## config.mk

```make
export PLATFORM = sky130hd
export DESIGN_NAME = bert_errcnt
export DESIGN_NICKNAME = d
export VERILOG_FILES = /design/src/rtl/bert_pkg.sv /design/src/rtl/bert_toggle_det.sv /design/src/rtl/bert_err_core.sv /design/src/rtl/bert_hold_regs.sv /design/src/rtl/bert_errcnt.sv
export SDC_FILE = /design/constraint.sdc
export NUM_CORES = 1
export LEC_CHECK = 0
export BUFFER_PORTS_ARGS = -buffer_cell sky130_fd_sc_hd__buf_4
export CAP_MARGIN = 20
export CORE_UTILIZATION = 57
export CTS_CLUSTER_DIAMETER = 30
export DETAILED_ROUTE_END_ITERATION = 10
export GPL_ROUTABILITY_DRIVEN = 0
export HOLD_SLACK_MARGIN = 0.03
export PLACE_DENSITY = 0.79
export SYNTH_ARGS = -nofsm -noshare
export SYNTH_HDL_FRONTEND = slang
export SYNTH_SLANG_ARGS = --single-unit
```

## constraint.sdc

```tcl
create_clock -name clk -period 2.7 [get_ports clk]
set_clock_uncertainty 0.1 [all_clocks]
set_input_delay 0.675 -clock clk [delete_from_list [all_inputs] [get_ports clk]]
set_output_delay 0.675 -clock clk [all_outputs]
set_load 0.03 [all_outputs]
```

## src/rtl/bert_pkg.sv

```systemverilog
package bert_pkg;
    localparam int unsigned BYTE_W     = 8;
    localparam int unsigned HOLD_BYTES = 3;
    localparam int unsigned HOLD_W     = BYTE_W * HOLD_BYTES;

    typedef enum logic [1:0] {
        SEL_LO   = 2'd0,
        SEL_MID  = 2'd1,
        SEL_HI   = 2'd2,
        SEL_STAT = 2'd3
    } reg_sel_e;

    typedef enum logic {
        GATE_WAIT = 1'b0,
        GATE_RUN  = 1'b1
    } gate_e;
endpackage

```

## src/rtl/bert_toggle_det.sv

```systemverilog
module bert_toggle_det (
    input  logic clk,
    input  logic rst_n,
    input  logic lvl,
    output logic pulse
);
    typedef struct packed {
        logic lvl;
    } tog_st_t;

    tog_st_t st_d, st_q;

    always_comb begin
        st_d     = st_q;
        st_d.lvl = lvl;
        pulse    = lvl ^ st_q.lvl;
    end

    always_ff @(posedge clk or negedge rst_n) begin
        if (!rst_n) st_q <= '0;
        else        st_q <= st_d;
    end
endmodule

```

## src/rtl/bert_err_core.sv

```systemverilog
module bert_err_core
    import bert_pkg::*;
#(
    parameter int unsigned CNT_W = 24
) (
    input  logic             clk,
    input  logic             rst_n,
    input  logic             bit_vld,
    input  logic             bit_err,
    input  logic             sync_ok,
    input  logic             latch_pulse,
    input  logic             ovf_clr,
    output logic [CNT_W-1:0] cnt,
    output logic             running,
    output logic             ovf
);
    localparam logic [CNT_W-1:0] CNT_MAX = {CNT_W{1'b1}};
    localparam logic [CNT_W-1:0] CNT_ONE = CNT_W'(1);

    typedef struct packed {
        logic [CNT_W-1:0] cnt;
        gate_e            gate;
        logic             ovf;
    } core_st_t;

    core_st_t st_d, st_q;
    logic     hit;
    logic     live;
    logic     at_max;
    logic     bump;
    logic     sat_evt;

    always_comb begin
        st_d   = st_q;
        hit    = bit_vld & bit_err;
        at_max = (st_q.cnt == CNT_MAX);
        live   = (st_q.gate == GATE_RUN) | sync_ok;
        bump   = 1'b0;

        if (latch_pulse) begin
            // New interval: arm only if locked now; a coincident error opens it.
            st_d.gate = sync_ok ? GATE_RUN : GATE_WAIT;
            st_d.cnt  = (hit && sync_ok) ? CNT_ONE : '0;
        end else begin
            if (sync_ok) st_d.gate = GATE_RUN;
            bump = hit & live & ~at_max;
            if (bump) st_d.cnt = st_q.cnt + CNT_ONE;
        end

        sat_evt = (st_d.cnt == CNT_MAX) && (latch_pulse || !at_max);

        if (sat_evt)      st_d.ovf = 1'b1;
        else if (ovf_clr) st_d.ovf = 1'b0;
    end

    always_ff @(posedge clk or negedge rst_n) begin
        if (!rst_n) begin
            st_q.cnt  <= '0;
            st_q.gate <= GATE_WAIT;
            st_q.ovf  <= 1'b0;
        end else begin
            st_q <= st_d;
        end
    end

    assign cnt     = st_q.cnt;
    assign running = (st_q.gate == GATE_RUN);
    assign ovf     = st_q.ovf;
endmodule

```

## src/rtl/bert_hold_regs.sv

```systemverilog
module bert_hold_regs
    import bert_pkg::*;
#(
    parameter int unsigned CNT_W = 24
) (
    input  logic              clk,
    input  logic              rst_n,
    input  logic              latch_pulse,
    input  logic [CNT_W-1:0]  cnt,
    input  logic              ovf,
    input  logic [1:0]        rd_addr,
    output logic [HOLD_W-1:0] hold,
    output logic [BYTE_W-1:0] rd_data
);
    typedef struct packed {
        logic [HOLD_W-1:0] hold;
        logic [BYTE_W-1:0] rd;
    } hold_st_t;

    hold_st_t          st_d, st_q;
    logic [HOLD_W-1:0] cnt_ext;
    logic [BYTE_W-1:0] fld [HOLD_BYTES];

    if (CNT_W < HOLD_W) begin : g_pad
        assign cnt_ext = {{(HOLD_W-CNT_W){1'b0}}, cnt};
    end else begin : g_trim
        assign cnt_ext = cnt[HOLD_W-1:0];
    end

    for (genvar gi = 0; gi < HOLD_BYTES; gi++) begin : g_fld
        assign fld[gi] = st_q.hold[gi*BYTE_W +: BYTE_W];
    end

    always_comb begin
        st_d = st_q;
        if (latch_pulse) st_d.hold = cnt_ext;
        case (reg_sel_e'(rd_addr))
            SEL_LO:   st_d.rd = fld[0];
            SEL_MID:  st_d.rd = fld[1];
            SEL_HI:   st_d.rd = fld[2];
            default:  st_d.rd = {{(BYTE_W-1){1'b0}}, ovf};
        endcase
    end

    always_ff @(posedge clk or negedge rst_n) begin
        if (!rst_n) st_q <= '0;
        else        st_q <= st_d;
    end

    assign hold    = st_q.hold;
    assign rd_data = st_q.rd;
endmodule

```

## src/rtl/bert_errcnt.sv

```systemverilog
module bert_errcnt
    import bert_pkg::*;
#(
    parameter int unsigned CNT_W = 24
) (
    input  logic       clk,
    input  logic       rst_n,
    input  logic       bit_vld,
    input  logic       bit_err,
    input  logic       sync_ok,
    input  logic       latch_ctl,
    input  logic       ovf_clr,
    input  logic [1:0] rd_addr,
    output logic [7:0] rd_data,
    output logic [7:0] hold_lo,
    output logic [7:0] hold_mid,
    output logic [7:0] hold_hi,
    output logic       ovf_sts
);
    logic              latch_pulse;
    logic [CNT_W-1:0]  cnt_w;
    logic              running_w;
    logic              ovf_w;
    logic [HOLD_W-1:0] hold_w;

    bert_toggle_det u_tog (
        .clk   (clk),
        .rst_n (rst_n),
        .lvl   (latch_ctl),
        .pulse (latch_pulse)
    );

    bert_err_core #(.CNT_W(CNT_W)) u_core (
        .clk         (clk),
        .rst_n       (rst_n),
        .bit_vld     (bit_vld),
        .bit_err     (bit_err),
        .sync_ok     (sync_ok),
        .latch_pulse (latch_pulse),
        .ovf_clr     (ovf_clr),
        .cnt         (cnt_w),
        .running     (running_w),
        .ovf         (ovf_w)
    );

    bert_hold_regs #(.CNT_W(CNT_W)) u_hold (
        .clk         (clk),
        .rst_n       (rst_n),
        .latch_pulse (latch_pulse),
        .cnt         (cnt_w),
        .ovf         (ovf_w),
        .rd_addr     (rd_addr),
        .hold        (hold_w),
        .rd_data     (rd_data)
    );

    assign hold_lo  = hold_w[0*BYTE_W +: BYTE_W];
    assign hold_mid = hold_w[1*BYTE_W +: BYTE_W];
    assign hold_hi  = hold_w[2*BYTE_W +: BYTE_W];
    assign ovf_sts  = ovf_w;
endmodule

```

==> results by group <==
Clock network
  – Reg clk slew, reported paths: 0.07 ns
  – CTS H-tree depth: 3
  – Sinks on Clock Net: 59
  – Post-CTS Hold Fix Bufs: 0
  – CTS Buf Count: 9
  – CTS tree: built
  – Postcts setup bufs: 0
  – Post-CTS resize count: 0
  – Clk buf depth: 2
  – Worst-skew pair later-pin latency: 0.34 ns
  – CTS root buffer: clkbuf_8

Setup path
  – Arrival @ worst endpoint: 2.65 ns
  – FF-to-FF path depth: 8
  – Worst reg2reg startpoint: u_core.cnt[1]
  – Worst R2R End: u_core.ovf
  – R2R Setup Slk: 0.22 ns
  – CP max FO: 5
  – Critical Path Source Type: register
  – WP data required: roughly 2.9 ns
  – Setup CP Type: register to register
  – Worst Setup End Kind: register

GRT
  – GR Util met3: between 8 and 9%
  – First-pass GRT wire length: 10,700 um
  – Initial antenna violation count: 0
  – GRT met1 Usage: 35.3%
  – Vias in the first global route: 2,186
  – Total GRT Usage: 27.5%
  – Total congestion overflow: 0
  – Pin count of the biggest net entering global routing: 60
  – Met2 Resource Use GR: 43.9%
  – Global route hottest layer: met2

Power
  – Leakage power: approximately 1.6 nW
  – Worst vdd ir: 354 uV
  – Comb pwr share: 8.7%
  – Clk pwr share: between 30% and 40%
  – Flop pwr share: 52.1%
  – Psw: around 0.46 mW
  – Internal Power: 1.28 mW
  – Power per cell area: 487 mW/mm^2
  – Total design power: 1.74 mW
  – Sw Share: 26.3%

Die
  – Ports: 42
  – Site Rows: 25
  – Die height: around 74 um
  – CORE AREA: 0.00485 mm^2
  – Initial Utilization: ~60%
  – Die W: 74.1 um
  – Die footprint: 0.00549 mm^2

STA
  – Final period util: 92.0%
  – Slew at the pin closest to its max-slew limit: 0.702 ns
  – RSZ-0062 raised after global routing: false
  – Slew headroom: 53.2%
  – Setup TNS: 0 ns
  – Final Slew Violations: 0
  – Final Setup Violations: 0
  – Fin. Hold Viols: 0
  – Fmax: around 0.40 GHz
  – Crit path time final: 2.48 ns

Routing
  – Vias: 2,327
  – Post-route ant nets: 0
  – Avg WL per Cell: about 17 um
  – Iter 0 DRT Violations: 135
  – DR pass1 iterations: 4
  – Post-detailed-routing wire length: 6700 um
  – DRC: 0
  – Via-to-Cell Ratio: 5.83

Cells and area
  – Layout cells sized above 1: 31.6%
  – Diodes inserted: 0
  – Nets: 337
  – Area Overhead vs Synth: 20.7%
  – Post-Layout Cell Count: 399
  – Fill count: 344
  – Core Util, Final: 73.8%

Logic synthesis
  – Main flop type after synthesis: dfrtp_1
  – Cell Area, Synth: 0.00296 mm^2
  – Ys async rst share: 100%
  – Post-synthesis register bit count: 59
  – Synthesized instance count: 276
  – Post-synthesis cell type count: 46
  – Top post-synthesis cells by area: dfrtp_1 50%, mux2_2 9.1%, xnor2_1 3.8%
  – Leading area contributor after synthesis: dfrtp_1
  – Syn Area/Cell: roughly 11 um^2
  – Synth warn: 0
  – Syn nets: 286
  – EDFF count, synth: 0
  – Yosys top cell area share: 49.8%
  – Seq/Total Area, Yosys: about half

Placement
  – Cells after DPL: ~380
  – DPL Wire Length: roughly 5000 um
  – Number of I/O port buffers: 41

Status
  – Status: completed

Min path
  – Worst hold path type: input port to asynchronous set/reset pin

Job
  – Max cap viols: 0
==> state kept, by name, summed over array words and instances (netlist names) <==
name and cells:
u_core.ovf 1, u_tog.st_q 1, u_core.running 1, u_core.cnt 24, u_hold.hold 24, u_hold.rd_data 8
==> kinds of logic (layout without fill, tap and decap cells) <==
kind of cell / Yosys count / in the layout / share of synthesized area, %
buf+inv: 19 / 75 / 3.29
fa+ha+maj: 1 / 1 / 0.422
compound gates: 36 / 36 / 7.98
flops: 59 / 59 / 49.8
simple gates: 105 / 105 / 19.1
xor+xnor: 22 / 22 / 6.50
mux: 34 / 34 / 12.9
==> per-stage QoR <==
step                setup slack, ns  hold slack (ns)  cell area (um^2)
floorplan                     0.376            0.279              2960
global placement              0.282            0.398              3410
detailed placement            0.186            0.407              3410
CTS                           0.250            0.301              3580
global route                 0.0868            0.336              3580
finish                        0.217            0.290              3580
==> cell type report <==
type	instances	area (um^2)	area share (%)
Sequential cell	59	1480	41.3
Tap cell	67	83.8	2.34
Clock inverter	7	45.0	1.26
Timing Repair Buffer	55	425	11.9
Multi-Input combinational cell	198	1410	39.4
Inverter	4	15.0	0.420
Clock buffer	9	124	3.46
==> placed cells by master, fill, tap and decap left out, types with 4 or more instances in the layout <==
cell type,instances
nand3_1,12
o21ai_0,9
clkbuf_8,9
inv_1,4
xnor2_1,13
xor2_1,8
nor2_1,26
and3_1,5
a21oi_1,9
mux2i_1,9
nand2_1,19
clkinv_2,4
nor3_1,7
dfrtp_1,59
buf_4,54
mux2_2,24
nand4_1,12
==> critical path: stages (launching register included) <==
cell and delay [ns]:
dfrtp_1 0.42, ha_1 0.22, and4_1 0.24, buf_4 0.17
a2111oi_1 0.58, xor2_1 0.21, and4_1 0.21, nand4_1 0.13
o22ai_2 0.13
==> synth_stat cells, types with 3 or more instances <==
library cell and count:
dfrtp_1 59, o21ai_0 9, nor2_1 26, nor2b_1 3
o311ai_0 3, mux2_2 24, nor4_1 3, clkbuf_1 5
nand4_1 12, buf_4 6, inv_1 4, xnor2_1 13
nor3_1 7, buf_2 3, xor2_1 9, a21oi_1 9
nand3_1 12, and4_1 3, and3_1 5, mux2i_1 9
o211ai_1 3, nand2_1 19
==> routing by layer <==
layer	share of wire (%)	wire, um
met5	0	0
met3	5.3	354
met4	1.7	111
met1	44	2930
met2	49	3300
==> worst max-delay path by stage <==
stage | from | to | slack, ns
after global placement | bit_err | u_core.ovf | 0.28
final | u_core.cnt[1] | u_core.ovf | 0.22
after global routing | u_core.cnt[1] | u_core.ovf | 0.09
after detailed placement | bit_err | u_core.ovf | 0.19
after floorplan | u_core.cnt[0] | u_core.ovf | 0.38
after CTS | u_core.cnt[1] | u_core.ovf | 0.25
==> power groups by stage <==
| stage | logic [mW] | clock network, mW | registers, mW |
|---|---|---|---|
| finish | 0.151 | 0.683 | 0.907 |
| global route | 0.164 | 0.734 | 0.907 |
| CTS | 0.153 | 0.698 | 0.907 |
| detailed placement | 0.153 | 0 | 0.923 |
| global placement | 0.151 | 0 | 0.922 |
| floorplan | 0.0650 | 0 | 0.934 |
Note: power is estimated with default switching activity, not from simulation.
